--- src/rtl/ies_pkg.sv ---
package ies_pkg;
  localparam int EXC_W    = 9;
  localparam int EXT_BASE = 16;

  typedef enum logic [1:0] {
    SEQ_IDLE,
    SEQ_ENTRY,
    SEQ_ACTIVE
  } seq_state_t;
endpackage

--- src/rtl/ies_arbiter.sv ---
// Picks the most urgent pending line; strict compare keeps the lower index on ties.
module ies_arbiter #(
  parameter int NUM_IRQ = 16,
  parameter int PRIO_W  = 8,
  parameter int IDX_W   = 4
) (
  input  logic [NUM_IRQ-1:0]        pend,
  input  logic [NUM_IRQ*PRIO_W-1:0] prio_flat,
  output logic                      best_vld,
  output logic [IDX_W-1:0]          best_idx,
  output logic [PRIO_W-1:0]         best_prio
);
  logic [PRIO_W-1:0] prio_arr [NUM_IRQ];

  genvar g;
  generate
    for (g = 0; g < NUM_IRQ; g++) begin : g_slice
      assign prio_arr[g] = prio_flat[g*PRIO_W +: PRIO_W];
    end
  endgenerate

  always_comb begin
    best_vld  = 1'b0;
    best_idx  = '0;
    best_prio = '1;
    for (int i = 0; i < NUM_IRQ; i++) begin
      if (pend[i] && (!best_vld || (prio_arr[i] < best_prio))) begin
        best_vld  = 1'b1;
        best_idx  = IDX_W'(i);
        best_prio = prio_arr[i];
      end
    end
  end
endmodule

--- src/rtl/ies_stacker.sv ---
// Walks the context frame out through a valid/ready write port.
module ies_stacker #(
  parameter int XLEN        = 32,
  parameter int FRAME_WORDS = 8
) (
  input  logic                        clk,
  input  logic                        rst_n,
  input  logic                        start,
  input  logic [XLEN-1:0]             sp_in,
  input  logic [FRAME_WORDS*XLEN-1:0] ctx_flat,
  output logic                        stk_valid,
  input  logic                        stk_ready,
  output logic [XLEN-1:0]             stk_addr,
  output logic [XLEN-1:0]             stk_data,
  output logic                        fin
);
  localparam int BEAT_W      = $clog2(FRAME_WORDS + 1);
  localparam int WIDX_W      = (FRAME_WORDS > 1) ? $clog2(FRAME_WORDS) : 1;
  localparam int WORD_BYTES  = XLEN / 8;
  localparam int FRAME_BYTES = FRAME_WORDS * WORD_BYTES;
  localparam logic [BEAT_W-1:0] LAST_BEAT = BEAT_W'(FRAME_WORDS - 1);
  localparam logic [BEAT_W-1:0] END_BEAT  = BEAT_W'(FRAME_WORDS);

  logic [BEAT_W-1:0] beat_q;
  logic [XLEN-1:0]   base_q;
  logic [WIDX_W-1:0] widx;
  logic              hs;

  assign widx      = beat_q[WIDX_W-1:0];
  assign stk_valid = (beat_q < END_BEAT);
  assign stk_addr  = base_q + XLEN'(beat_q) * XLEN'(WORD_BYTES);
  assign stk_data  = ctx_flat[widx*XLEN +: XLEN];
  assign hs        = stk_valid && stk_ready;
  assign fin       = (beat_q == END_BEAT) || (hs && (beat_q == LAST_BEAT));

  always_ff @(posedge clk) begin
    if (!rst_n) begin
      beat_q <= END_BEAT;
      base_q <= '0;
    end else if (start) begin
      beat_q <= '0;
      base_q <= {sp_in[XLEN-1:3], 3'b000} - XLEN'(FRAME_BYTES);
    end else if (hs) begin
      beat_q <= beat_q + BEAT_W'(1);
    end
  end
endmodule

--- src/rtl/ies_vecfetch.sv ---
// One outstanding vector read; a retarget marks an in-flight read stale.
module ies_vecfetch #(
  parameter int XLEN = 32
) (
  input  logic            clk,
  input  logic            rst_n,
  input  logic            launch,
  input  logic [XLEN-1:0] launch_addr,
  output logic            vec_req_valid,
  input  logic            vec_req_ready,
  output logic [XLEN-1:0] vec_addr,
  input  logic            vec_rsp_valid,
  input  logic [XLEN-1:0] vec_rsp_data,
  output logic            got,
  output logic [XLEN-1:0] pc
);
  logic            need_q, wait_q, stale_q, got_q;
  logic [XLEN-1:0] addr_q, pc_q;
  logic            req_hs, rsp_hit;

  assign vec_req_valid = need_q && !wait_q;
  assign vec_addr      = addr_q;
  assign req_hs        = vec_req_valid && vec_req_ready;
  assign rsp_hit       = vec_rsp_valid && wait_q;
  assign got           = got_q;
  assign pc            = pc_q;

  always_ff @(posedge clk) begin
    if (!rst_n) begin
      need_q  <= 1'b0;
      wait_q  <= 1'b0;
      stale_q <= 1'b0;
      got_q   <= 1'b0;
      addr_q  <= '0;
      pc_q    <= '0;
    end else begin
      if (req_hs) begin
        need_q <= 1'b0;
        wait_q <= 1'b1;
      end
      if (rsp_hit) begin
        wait_q  <= 1'b0;
        stale_q <= 1'b0;
        if (!stale_q && !launch) begin
          got_q <= 1'b1;
          pc_q  <= vec_rsp_data;
        end
      end
      if (launch) begin
        need_q <= 1'b1;
        addr_q <= launch_addr;
        got_q  <= 1'b0;
        if ((wait_q && !vec_rsp_valid) || req_hs) stale_q <= 1'b1;
      end
    end
  end
endmodule

--- src/rtl/ies_entry_seq.sv ---
module ies_entry_seq #(
  parameter int NUM_IRQ     = 16,
  parameter int PRIO_W      = 8,
  parameter int XLEN        = 32,
  parameter int FRAME_WORDS = 8
) (
  input  logic                        clk,
  input  logic                        rst_n,
  input  logic [NUM_IRQ-1:0]          irq_req,
  input  logic [NUM_IRQ*PRIO_W-1:0]   irq_prio,
  input  logic                        handler_done,
  input  logic [XLEN-1:0]             sp_in,
  input  logic [FRAME_WORDS*XLEN-1:0] ctx_regs,
  output logic                        stk_valid,
  input  logic                        stk_ready,
  output logic [XLEN-1:0]             stk_addr,
  output logic [XLEN-1:0]             stk_data,
  output logic                        vec_req_valid,
  input  logic                        vec_req_ready,
  output logic [XLEN-1:0]             vec_addr,
  input  logic                        vec_rsp_valid,
  input  logic [XLEN-1:0]             vec_rsp_data,
  output logic [XLEN-1:0]             handler_pc,
  output logic                        exec_start,
  output logic [ies_pkg::EXC_W-1:0]   act_excnum,
  output logic [PRIO_W-1:0]           cur_prio
);
  import ies_pkg::*;

  localparam int IDX_W = (NUM_IRQ > 1) ? $clog2(NUM_IRQ) : 1;

  seq_state_t           state_q;
  logic [NUM_IRQ-1:0]   pend_q, clr_mask;
  logic                 best_vld;
  logic [IDX_W-1:0]     best_idx, tgt_q;
  logic [PRIO_W-1:0]    best_prio, cur_q;
  logic [EXC_W-1:0]     best_exc, act_q;
  logic                 take, stk_start, vec_launch, go_active, go_idle;
  logic                 stk_fin, vec_got, exec_q;

  ies_arbiter #(.NUM_IRQ(NUM_IRQ), .PRIO_W(PRIO_W), .IDX_W(IDX_W)) u_arb (
    .pend(pend_q), .prio_flat(irq_prio),
    .best_vld(best_vld), .best_idx(best_idx), .best_prio(best_prio)
  );

  assign best_exc = EXC_W'(best_idx) + EXC_W'(EXT_BASE);
  assign take     = best_vld && (best_prio < cur_q);

  ies_stacker #(.XLEN(XLEN), .FRAME_WORDS(FRAME_WORDS)) u_stk (
    .clk(clk), .rst_n(rst_n), .start(stk_start), .sp_in(sp_in),
    .ctx_flat(ctx_regs), .stk_valid(stk_valid), .stk_ready(stk_ready),
    .stk_addr(stk_addr), .stk_data(stk_data), .fin(stk_fin)
  );

  ies_vecfetch #(.XLEN(XLEN)) u_vec (
    .clk(clk), .rst_n(rst_n), .launch(vec_launch),
    .launch_addr(XLEN'(best_exc) << 2),
    .vec_req_valid(vec_req_valid), .vec_req_ready(vec_req_ready),
    .vec_addr(vec_addr), .vec_rsp_valid(vec_rsp_valid),
    .vec_rsp_data(vec_rsp_data), .got(vec_got), .pc(handler_pc)
  );

  always_comb begin
    stk_start  = 1'b0;
    vec_launch = 1'b0;
    go_active  = 1'b0;
    go_idle    = 1'b0;
    unique case (state_q)
      SEQ_IDLE: begin
        if (take) begin
          stk_start  = 1'b1;
          vec_launch = 1'b1;
        end
      end
      SEQ_ENTRY: begin
        if (take)                    vec_launch = 1'b1;
        else if (stk_fin && vec_got) go_active  = 1'b1;
      end
      SEQ_ACTIVE: begin
        if (take) begin
          stk_start  = 1'b1;
          vec_launch = 1'b1;
        end else if (handler_done) begin
          go_idle = 1'b1;
        end
      end
      default: ;
    endcase
  end

  genvar g;
  generate
    for (g = 0; g < NUM_IRQ; g++) begin : g_clr
      assign clr_mask[g] = go_active && (tgt_q == IDX_W'(g));
    end
  endgenerate

  always_ff @(posedge clk) begin
    if (!rst_n) begin
      state_q <= SEQ_IDLE;
      pend_q  <= '0;
      tgt_q   <= '0;
      act_q   <= '0;
      cur_q   <= '1;
      exec_q  <= 1'b0;
    end else begin
      pend_q <= (pend_q | irq_req) & ~clr_mask;
      exec_q <= go_active;
      if (vec_launch) begin
        tgt_q <= best_idx;
        act_q <= best_exc;
        cur_q <= best_prio;
      end
      if (stk_start) begin
        state_q <= SEQ_ENTRY;
      end else if (go_active) begin
        state_q <= SEQ_ACTIVE;
      end else if (go_idle) begin
        state_q <= SEQ_IDLE;
        act_q   <= '0;
        cur_q   <= '1;
      end
    end
  end

  assign exec_start = exec_q;
  assign act_excnum = act_q;
  assign cur_prio   = cur_q;
endmodule

--- config.mk ---
export PLATFORM = sky130hd
export DESIGN_NAME = ies_entry_seq
export DESIGN_NICKNAME = d
export VERILOG_FILES = /design/src/rtl/ies_pkg.sv /design/src/rtl/ies_arbiter.sv /design/src/rtl/ies_stacker.sv /design/src/rtl/ies_vecfetch.sv /design/src/rtl/ies_entry_seq.sv
export SDC_FILE = /design/constraint.sdc
export NUM_CORES = 1
export LEC_CHECK = 0
export BUFFER_PORTS_ARGS = -buffer_cell sky130_fd_sc_hd__buf_2
export CORE_AREA = 2 2 244 246
export CTS_CLUSTER_DIAMETER = 40
export DETAILED_ROUTE_END_ITERATION = 12
export DIE_AREA = 0 0 246 248
export RECOVER_POWER = 25
export SKIP_LAST_GASP = 1
export SLEW_MARGIN = 25
export SYNTH_ARGS = -nofsm -noshare
export SYNTH_HDL_FRONTEND = slang
export SYNTH_SLANG_ARGS = --single-unit
--- constraint.sdc ---
create_clock -name clk -period 45.5 [get_ports clk]
set_input_delay 9.1 -clock clk [delete_from_list [all_inputs] [get_ports clk]]
set_output_delay 9.1 -clock clk [all_outputs]
set_load 0.03 [all_outputs]
## Word level (Yosys, flattened, before mapping)

Index checks and enable logic that the tools add are counted.

- Flip-flop bits (word level): 121
- Input port bits: 470
- Output and inout bits: 148
- Word-level logic and storage cells: 223

- Add/sub/neg operators: 4
- Magnitude comparators: 17
- Equality and inequality tests: 19
- Shift-type cells: 1
- Muxes and demuxes: 74
- Bitwise gates (word level): 4
- Reductions and logical operators: 88

Operators with widths:

| kind | number |
|---|---|
| 256-bit by 9-bit variable part select with 32-bit output | 1 |
| 8-bit 2-to-1 mux | 20 |
| 8-bit < comparator | 16 |
| 1-bit logical AND | 40 |
| 4-bit 2-to-1 mux | 10 |
| 4-bit equality test, second input constant | 9 |
| 9-bit 2-to-1 mux | 4 |
| 32-bit by 6-bit adder with 32-bit output | 1 |
| 1-bit 2-to-1 mux | 32 |
| 32-bit by 6-bit subtractor with 32-bit output, second input constant | 1 |
| 4-bit by 3-bit equality test with 1-bit output, second input constant | 5 |
| 1-bit zero test | 19 |
| 1-bit logical OR | 17 |
| 16-bit bitwise AND | 1 |
| 16-bit inverter | 1 |
| 16-bit bitwise OR | 1 |
| 3-bit 2-to-1 mux | 4 |
| 4-bit by 2-bit equality test with 1-bit output, second input constant | 2 |
| 2-bit 2-to-1 mux | 4 |
| 2-bit OR reduction | 4 |
| 4-bit by 5-bit adder with 6-bit output, second input constant | 1 |
| 2-bit nonzero test | 3 |
| 4-bit by 1-bit adder with 4-bit output, second input constant | 1 |
| 4-bit by 1-bit equality test with 1-bit output, second input constant | 1 |
| other kinds (9) | 9 |

## Logic depth before layout (Yosys ltp)

Gate-level depths: netlist of run 1.

- Depth after elaboration: 69
- Mapped depth: 191
- Mapped depth without buffers: 174

## By module

Synthesis of run 1 repeated with hierarchy kept, for this count alone.

- Cells, all modules: 1,659
- Area, all modules: 14,088.5 µm²

Modules (own cells, without submodules):

| module | instances | cells an instance | area an instance (µm²) | seq. area each (µm²) |
|---|---|---|---|---|
| ies_arbiter | 1 | 812 | 5,562.8 | 0.0 |
| ies_stacker | 1 | 408 | 4,219.0 | 660.6 |
| ies_vecfetch | 1 | 265 | 2,610.0 | 1,361.3 |
| ies_entry_seq | 1 | 174 | 1,696.6 | 800.8 |

## Worst setup path before layout of run 1

Ideal clock, no wire load.

- Path kind: input to register
- Start: input irq_prio[5]
- End: register u_stk.base_q[24]
- Arrival time: 39,740 ps
- Path slack: 5,675 ps
- Cell stages on the path: 179
- Cells stage by stage: nor2_1 > ha_1 > a211oi_1 > o21ai_2 > o31ai_1 > clkbuf_1 > nand2_1 > o21ai_0 > inv_1 > ha_1 > nand2_1 > nor3_1 > nand2_1 > a211o_1 > o211ai_1 > a21oi_1 > clkbuf_1 > o21ai_0 > (+143 left out) > o21ai_0 > a41o_1 > o31a_1 > buf_2 > mux2_4 > ha_1 > a21o_1 > a21o_1 > a21oi_1 > o21ai_0 > nor2_1 > inv_1 > or3_1 > o21ai_0 > clkbuf_1 > clkbuf_1 > nor3_1 > a211oi_1

- Word-level cells in the longest chain between the ends: 65

Ends and longest elaborated chain:

| element | RTL line | source |
|---|---|---|
| from (decl) | ies_entry_seq.sv:10 | `input logic [NUM_IRQ*PRIO_W-1:0] irq_prio,` |
| 8-bit 2-to-1 mux (*) | ies_arbiter.sv:27 | `if (pend[i] && (!best_vld \|\| (prio_arr[i] < best_prio))) begin` |
| 8-bit < comparator | ies_arbiter.sv:27 |  |
| 1-bit logical OR | ies_arbiter.sv:27 |  |
| 1-bit logical AND | ies_arbiter.sv:27 |  |
| 8-bit 2-to-1 mux / 1-bit 2-to-1 mux (equally long branches) | ies_arbiter.sv:27 |  |
| 8-bit < comparator / 1-bit zero test (equally long branches) | ies_arbiter.sv:27 |  |
| 1-bit logical OR | ies_arbiter.sv:27 |  |
| 1-bit logical AND | ies_arbiter.sv:27 |  |
| (+49 left out) | n/a |  |
| 8-bit < comparator / 1-bit zero test (equally long branches) | ies_arbiter.sv:27 |  |
| 1-bit logical OR | ies_arbiter.sv:27 |  |
| 1-bit logical AND | ies_arbiter.sv:27 |  |
| 8-bit 2-to-1 mux | ies_arbiter.sv:27 |  |
| 8-bit < comparator | ies_entry_seq.sv:47 | `assign take = best_vld && (best_prio < cur_q);` |
| 1-bit logical AND (*) | ies_entry_seq.sv:47 |  |
| 1-bit 2-to-1 mux (*) | ies_entry_seq.sv:70, ies_entry_seq.sv:80 |  |
| 1-bit 2-to-1 mux (*) | n/a |  |
| to (signal assigned) | ies_stacker.sv:42 | `base_q <= {sp_in[XLEN-1:3], 3'b000} - XLEN'(FRAME_BYTES);` |
| to (decl) | ies_stacker.sv:25 | `logic [XLEN-1:0] base_q;` |

Every way passes the cells marked *; elsewhere a longest branch is shown, timed or not.
A chain may end at the register's enable or synchronous reset.

## Worst setup path in the final report of run 1

- Start: input irq_prio[5]
- End: register state_q[1]

- Word-level cells in the longest chain between the ends: 66

Ends and longest elaborated chain:

| element | RTL line | source |
|---|---|---|
| 8-bit 2-to-1 mux (*) | ies_arbiter.sv:27 |  |
| 8-bit < comparator | ies_arbiter.sv:27 |  |
| 1-bit logical OR | ies_arbiter.sv:27 |  |
| 1-bit logical AND | ies_arbiter.sv:27 |  |
| 8-bit 2-to-1 mux / 1-bit 2-to-1 mux (equally long branches) | ies_arbiter.sv:27 |  |
| 8-bit < comparator / 1-bit zero test (equally long branches) | ies_arbiter.sv:27 |  |
| 1-bit logical OR | ies_arbiter.sv:27 |  |
| 1-bit logical AND | ies_arbiter.sv:27 |  |
| (+50 left out) | n/a |  |
| 1-bit logical OR | ies_arbiter.sv:27 |  |
| 1-bit logical AND | ies_arbiter.sv:27 |  |
| 8-bit 2-to-1 mux | ies_arbiter.sv:27 |  |
| 8-bit < comparator | ies_entry_seq.sv:47 |  |
| 1-bit logical AND (*) | ies_entry_seq.sv:47 |  |
| 1-bit 2-to-1 mux, on equally long branches | ies_entry_seq.sv:76, ies_entry_seq.sv:70, ies_entry_seq.sv:80 |  |
| 1-bit 2-to-1 mux, on equally long branches | n/a |  |
| 2-bit 2-to-1 mux (tied with other cells) | ies_entry_seq.sv:116 | `end else if (go_active) begin` |
| to (signal assigned) | ies_entry_seq.sv:115 | `state_q <= SEQ_ENTRY;` |
| to (signal assigned) | ies_entry_seq.sv:117 | `state_q <= SEQ_ACTIVE;` |
| to (signal assigned) | ies_entry_seq.sv:119 | `state_q <= SEQ_IDLE;` |
| to (decl) | ies_entry_seq.sv:32 | `seq_state_t state_q;` |

Marks and branches as above.

==> impl_metrics.tcl, run 1 <==
set metrics [dict create \
    nNetsFinal 2782 \
    wl_per_cell_um 19.6 \
    r2r_cells 167 \
    synthesis.area_um2 13100 \
    synthArstFlopShare 0 \
    clockRootBuffer "clkbuf_16" \
    min_path_cells 2 \
    ios 618 \
    synth_mux_area_frac 0.173 \
    cpMostUsedCell "a21o_1" \
    rows 89 \
    rsz0062_at_grt "no" \
    postCtsSetupRepairBufs 0 \
    fin_skew_ns 0.0135 \
    yosys.cell_types.count 105 \
    ant_nets 0 \
    yosys.area.top_type "dfxtp_1" \
    cp-end-kind "register" \
    min_delay_worst_endpoint "u_vec.pc[18]" \
    layout-drive-gt1-share 0.314 \
    reg2reg_to "state_q[1]" \
    dieArea_um2 61000 \
    ir_drop_mv 0.0608 \
    grt_use_met2 0.257 \
    dominantRegCellSynth "dfxtp_1" \
    setup_violations 0 \
    fmaxAchievable_mhz 23.7 \
    final_cells 3011 \
    synth_common_cells "273 x nand2_1, 124 x inv_1, 110 x dfxtp_1, 99 x nor2_1, 94 x o21ai_0" \
    worstHoldStart "u_vec.pc[18]" \
    synth_top_family_by_area "compound AO/OA/AOI/OAI gates" \
    synth.avg_cell_area_um2 7.77 \
    hold_buffers 0 \
    route.detailed.drc 0 \
    synth_fa_ha_area_frac 0.0904 \
    clock_sinks 110 \
    drt_first_pass_iters 5 \
    hold_viol 0 \
    synth_top_area_frac 0.168 \
    relSlewSlack 0.323 \
    finalWorstSetupSlack_ns 3.23 \
    initial_core_util 0.224 \
    synthXorXnorAreaFrac 0.0407 \
    dp_cells 2983 \
    globalplace.congestion 0.918 \
    status "finished clean" \
    netlist_instances 1689 \
    numCtsBuffers 9 \
    multi_input_area_um2 10000 \
    drt_iter0_drc 823 \
    clock_path_buffers 2 \
    worstMarginPinSlew_ns 1.01 \
    ff_latch_area_um2 2210 \
    use_met1 0.233 \
    rrSetupSlack_ns 11.11 \
    yosysMostFrequentCell "nand2_1" \
    vias 14901 \
    grt_pass1_wl_um 82900 \
    post_cts_resized 0 \
    critical_path_required_ns 45.78 \
    synth-seq-cells 110 \
    pre_cts_ws_ns 1.81 \
    p_leak_nw 8.06 \
    seq_area_frac_synth 0.168 \
    vias_per_cell 4.95 \
    setup.worst_path.class "input pin to register" \
    synth_edf_count 0 \
    maxSlewViolCount 0 \
    synth_area_leaders "dfxtp_1 17%, mux4_2 11%, ha_1 8.6%" \
    path_clk_slew_ns 0.08 \
    grt_overflow_total 0 \
    worst_path_max_delay_cell "a2111oi_1" \
    synthToLayoutAreaGrowth_pct 29.6 \
    fillerInstances 6532 \
    slowest_delay_ns 0.54 \
    maxCapViolCount 0 \
    die_x_um 246 \
    grt_max_degree 68 \
    core-area_um2 58500 \
    period_needed_ns 42.27 \
    final_util 0.291 \
    timing.rr.start "pend_q[0]" \
    hold_path.class "register to register" \
    h-tree-depth 3 \
    synth-simple-area-share 0.214 \
    start_kind "input pin" \
    powerDensity_nw_per_um2 66.2 \
    chipHeight_um 248 \
    routed_wirelength_um 59100 \
    yosysWarnings 0 \
    synth_compound_gate_area_share 0.234 \
    grt_pass1_vias 13566 \
    grtUsageTotal 0.180 \
    grtUsageMet3 0.0920 \
    antenna_found_initial 24 \
    portBuffers 585 \
    cts_tree "done" \
    fin_crit_sh 0.929 \
    busiest_layer "met2" \
    place.detailed.hpwl_um 50000 \
    worstPathArrival_ns 42.54 \
    setup_tns_ns 0 \
    path_max_fanout 18 \
    clock_latency_ns 0.39 \
]
[sequential cells by signal, summed over array words and instances, names as in the netlist]
signal          cells
act_excnum          9
cur_prio            8
exec_start          1
pend_q             16
state_q             2
tgt_q               3
u_stk.base_q       29
u_stk.beat_q        4
u_vec.got           1
u_vec.need_q        1
u_vec.pc           32
u_vec.stale_q       1
u_vec.vec_addr      2
u_vec.wait_q        1
[logic make-up after synthesis]
group | Yosys count
other | 1
AOI/OAI and AO/OA | 439
xor gates and xnor gates | 61
buffers and inverters | 238
adders and majority gates | 95
muxes | 141
and+or+nand+nor | 604
DFF | 110
[how the worst max path moves through the flow]
stage | startpoint | depth (start not counted) | to | slack [ns]
floorplan | irq_prio[5] | 179 | u_stk.base_q[24] | 5.67
global placement | irq_prio[5] | 163 | u_vec.pc[16] | 1.81
detailed placement | irq_prio[5] | 166 | u_vec.pc[17] | 1.81
CTS | irq_prio[5] | 166 | u_vec.pc[17] | 2.06
global route | irq_prio[5] | 169 | state_q[1] | 0.04
finish | irq_prio[5] | 167 | state_q[1] | 3.23
[layout make-up]
class	count	area share
flip-flops and latches	110	0.130
repair buffers	605	0.177
multi-input cells	1369	0.590
well taps	773	0.0569
diodes	12	0.00177
clock buffers	10	0.0135
inverters	126	0.0278
clock inverters	6	0.00309
[placed cells by master (no fill, tap or decap), types with 12 or more instances in the layout]
master,netlist,routed
a211o_1,13,13
a211oi_1,37,37
a21o_1,35,34
a21oi_1,86,85
a31oi_1,17,17
and3_1,25,25
buf_2,11,529
buf_4,31,18
clkbuf_1,57,57
conb_1,1,29
dfxtp_1,110,108
diode_2,0,12
ha_1,90,90
inv_1,124,124
mux2_2,23,23
mux2i_1,47,46
mux4_2,64,64
nand2_1,273,271
nand3_1,25,24
nand4_1,20,20
nor2_1,99,99
nor2b_1,25,25
nor3_1,57,56
nor4_1,15,15
o211ai_1,14,14
o21ai_0,94,90
o21ai_1,12,15
o31ai_1,14,13
or3_1,14,14
xnor2_1,45,45
xor2_1,16,16
[per-stage QoR]
stage | instance area, µm² | hold slack, ns | total power [mW]
after detailed placement | 16700 | 0.452 | 1.04
after global placement | 16700 | 0.443 | 1.04
after CTS | 17000 | 0.462 | 1.13
after global routing | 17000 | 0.480 | 1.24
final | 17000 | 0.462 | 1.13
after floorplan | 13200 | 0.449 | 0.805
[critical path, delay by kind of cell]
kind / cells / cell delay [ns]
AOI/OAI and AO/OA: 88 / 18.95
adders and majority gates: 16 / 4.60
buffers and inverters: 16 / 1.54
muxes: 6 / 1.76
and+or+nand+nor: 41 / 6.54
[routing by layer]
metal | routed length, µm | vias to the layer above
met5 | 247 | -
met4 | 1490 | 28
met3 | 7510 | 92
met2 | 24700 | 589
met1 | 25200 | 6943
li1 | - | 7249
[power breakdown]
group          switching [mW]  internal [mW]  total [mW]
Combinational           0.557          0.337       0.895
Sequential             0.0266          0.124       0.150
Clock                  0.0419         0.0382      0.0801
Total                   0.626          0.499        1.13
Power figures use the tool's default switching activity.
==> run 2, diff against run 1 <==
--- a/config.mk
+++ b/config.mk
@@ -7,6 +7,7 @@
 export LEC_CHECK = 0
 export BUFFER_PORTS_ARGS = -buffer_cell sky130_fd_sc_hd__buf_2
 export CORE_AREA = 2 2 244 246
+export CTS_BUF_LIST = sky130_fd_sc_hd__clkbuf_16
 export CTS_CLUSTER_DIAMETER = 40
 export DETAILED_ROUTE_END_ITERATION = 12
 export DIE_AREA = 0 0 246 248
==> run 2 against run 1 <==
Design area unchanged. Sequential power about the same. Critical path depth unchanged. Register-to-register slack about the same. Non-clock buffer count unchanged. Clock-buffer cell count decreased by 1. Core utilization unchanged.
==> impl_metrics.tcl, run 2 (same netlist as run 1, synthesis figures left out) <==
set metrics [dict create \
    status "finished clean" \
    core-area_um2 58500 \
    critical_path_required_ns 45.78 \
    dp_cells 2983 \
    clockPowerShare 0.071 \
    internal-power_mw 0.499 \
    combPwrFrac 0.795 \
    vias 14908 \
    period_needed_ns 42.26 \
    path_max_fanout 18 \
    p_leak_nw 8.06 \
    maxSlewViolCount 0 \
    layout.cells.most_common "buf_2" \
    layout-drive-gt1-share 0.314 \
    power_mw 1.12 \
    grt_max_degree 68 \
    worst_path_max_delay_cell "a2111oi_1" \
    hold_path.class "register to register" \
    chipHeight_um 248 \
    ios 618 \
    maxCapViolCount 0 \
    grt_overflow_total 0 \
    fmaxAchievable_mhz 23.7 \
    setup.worst_path.class "input pin to register" \
    clock_sinks 110 \
    relSlewSlack 0.323 \
    final_cell_mix "529 x buf_2, 271 x nand2_1, 125 x inv_1" \
    p_seq_frac 0.134 \
    grt_pass1_vias 13566 \
    final_util 0.291 \
    pre_cts_ws_ns 1.81 \
    fin_skew_ns 0.0136 \
    slowest_delay_ns 0.54 \
    synthToLayoutAreaGrowth_pct 29.6 \
    start_kind "input pin" \
    grt_pass1_wl_um 82900 \
    drt_iter0_drc 823 \
    initial_core_util 0.224 \
    wl_per_cell_um 19.6 \
    nNetsFinal 2782 \
    setup_violations 0 \
    stdcell_area_um2 17000 \
    fin_crit_sh 0.929 \
    setup_tns_ns 0 \
    cts_tree "done" \
    ir_drop_mv 0.0608 \
    clockRootBuffer "clkbuf_16" \
    rows 89 \
    ant_nets 0 \
    swShare 0.556 \
    hold_viol 0 \
    clock_path_buffers 2 \
    dieArea_um2 61000 \
    globalplace.congestion 0.918 \
    p_sw_mw 0.626 \
    rsz0062_at_grt "no" \
    worstPathArrival_ns 42.54 \
    route.detailed.drc 0 \
    vias_per_cell 4.95 \
    path_clk_slew_ns 0.08 \
    place.detailed.hpwl_um 50000 \
    place_area_um2 16700 \
    die_x_um 246 \
    drt_first_pass_iters 5 \
    cp-end-kind "register" \
    h-tree-depth 3 \
    antenna_found_initial 24 \
    numCtsBuffers 9 \
    worstMarginPinSlew_ns 1.01 \
    portBuffers 585 \
    cpMostUsedCell "a21o_1" \
    final_cells 3011 \
    clock_latency_ns 0.39 \
    routed_wirelength_um 59100 \
    fin_hold_ws_ns 0.462 \
    powerDensity_nw_per_um2 66.2 \
    grtUsageTotal 0.180 \
    finalWorstSetupSlack_ns 3.24 \
    largest_reg_flops 32 \
]
==> run 2: power by group through the flow <==
stage                     sequential (mW)  combinational (mW)  clock [mW]
after floorplan                     0.158               0.647           0
after global placement              0.152               0.886           0
after detailed placement            0.152               0.892           0
after CTS                           0.150               0.896      0.0836
after global routing                0.155               0.997      0.0871
final                               0.150               0.895      0.0799
==> run 2: layout make-up <==
class / instances / area [µm²]
Antenna cell: 12 / 30.0
Clock buffer: 9 / 225
Clock inverter: 7 / 56.3
Fill cell: 6532 / 41500
Inverter: 126 / 473
Multi-Input combinational cell: 1369 / 10000
Sequential cell: 110 / 2210
Tap cell: 773 / 967
Timing Repair Buffer: 605 / 3020
==> run 2: critical path, delay by kind of cell <==
kind | cells | cell delay, ns
and+or+nand+nor | 41 | 6.54
buffers and inverters | 16 | 1.54
adders and majority gates | 16 | 4.60
muxes | 6 | 1.76
AOI/OAI and AO/OA | 88 | 18.95
==> run 2: final timing paths <==
path	from	cells past startpoint	to	slack, ns
setup / recovery	irq_prio[5]	167	state_q[1]	3.24
hold / removal	u_vec.pc[18]	2	u_vec.pc[18]	0.46
setup reg to reg	pend_q[0]	167	state_q[1]	11.12
hold reg to reg	u_vec.pc[18]	2	u_vec.pc[18]	0.46
==> run 2: layer usage <==
| layer | track usage | part of all wire | up-vias |
|---|---|---|---|
| met2 | 0.257 | 0.42 | 592 |
| li1 | - | - | 7249 |
| met4 | 0.0510 | 0.025 | 28 |
| met5 | 0.0159 | 0.0042 | - |
| met3 | 0.0920 | 0.13 | 92 |
| met1 | 0.233 | 0.43 | 6947 |
==> run 2: what timing repair did <==
action                     CTS  global route
setup buffers                0             0
setup endpoints to repair    0           109
hold buffers                 0             0
resized for setup            0            11
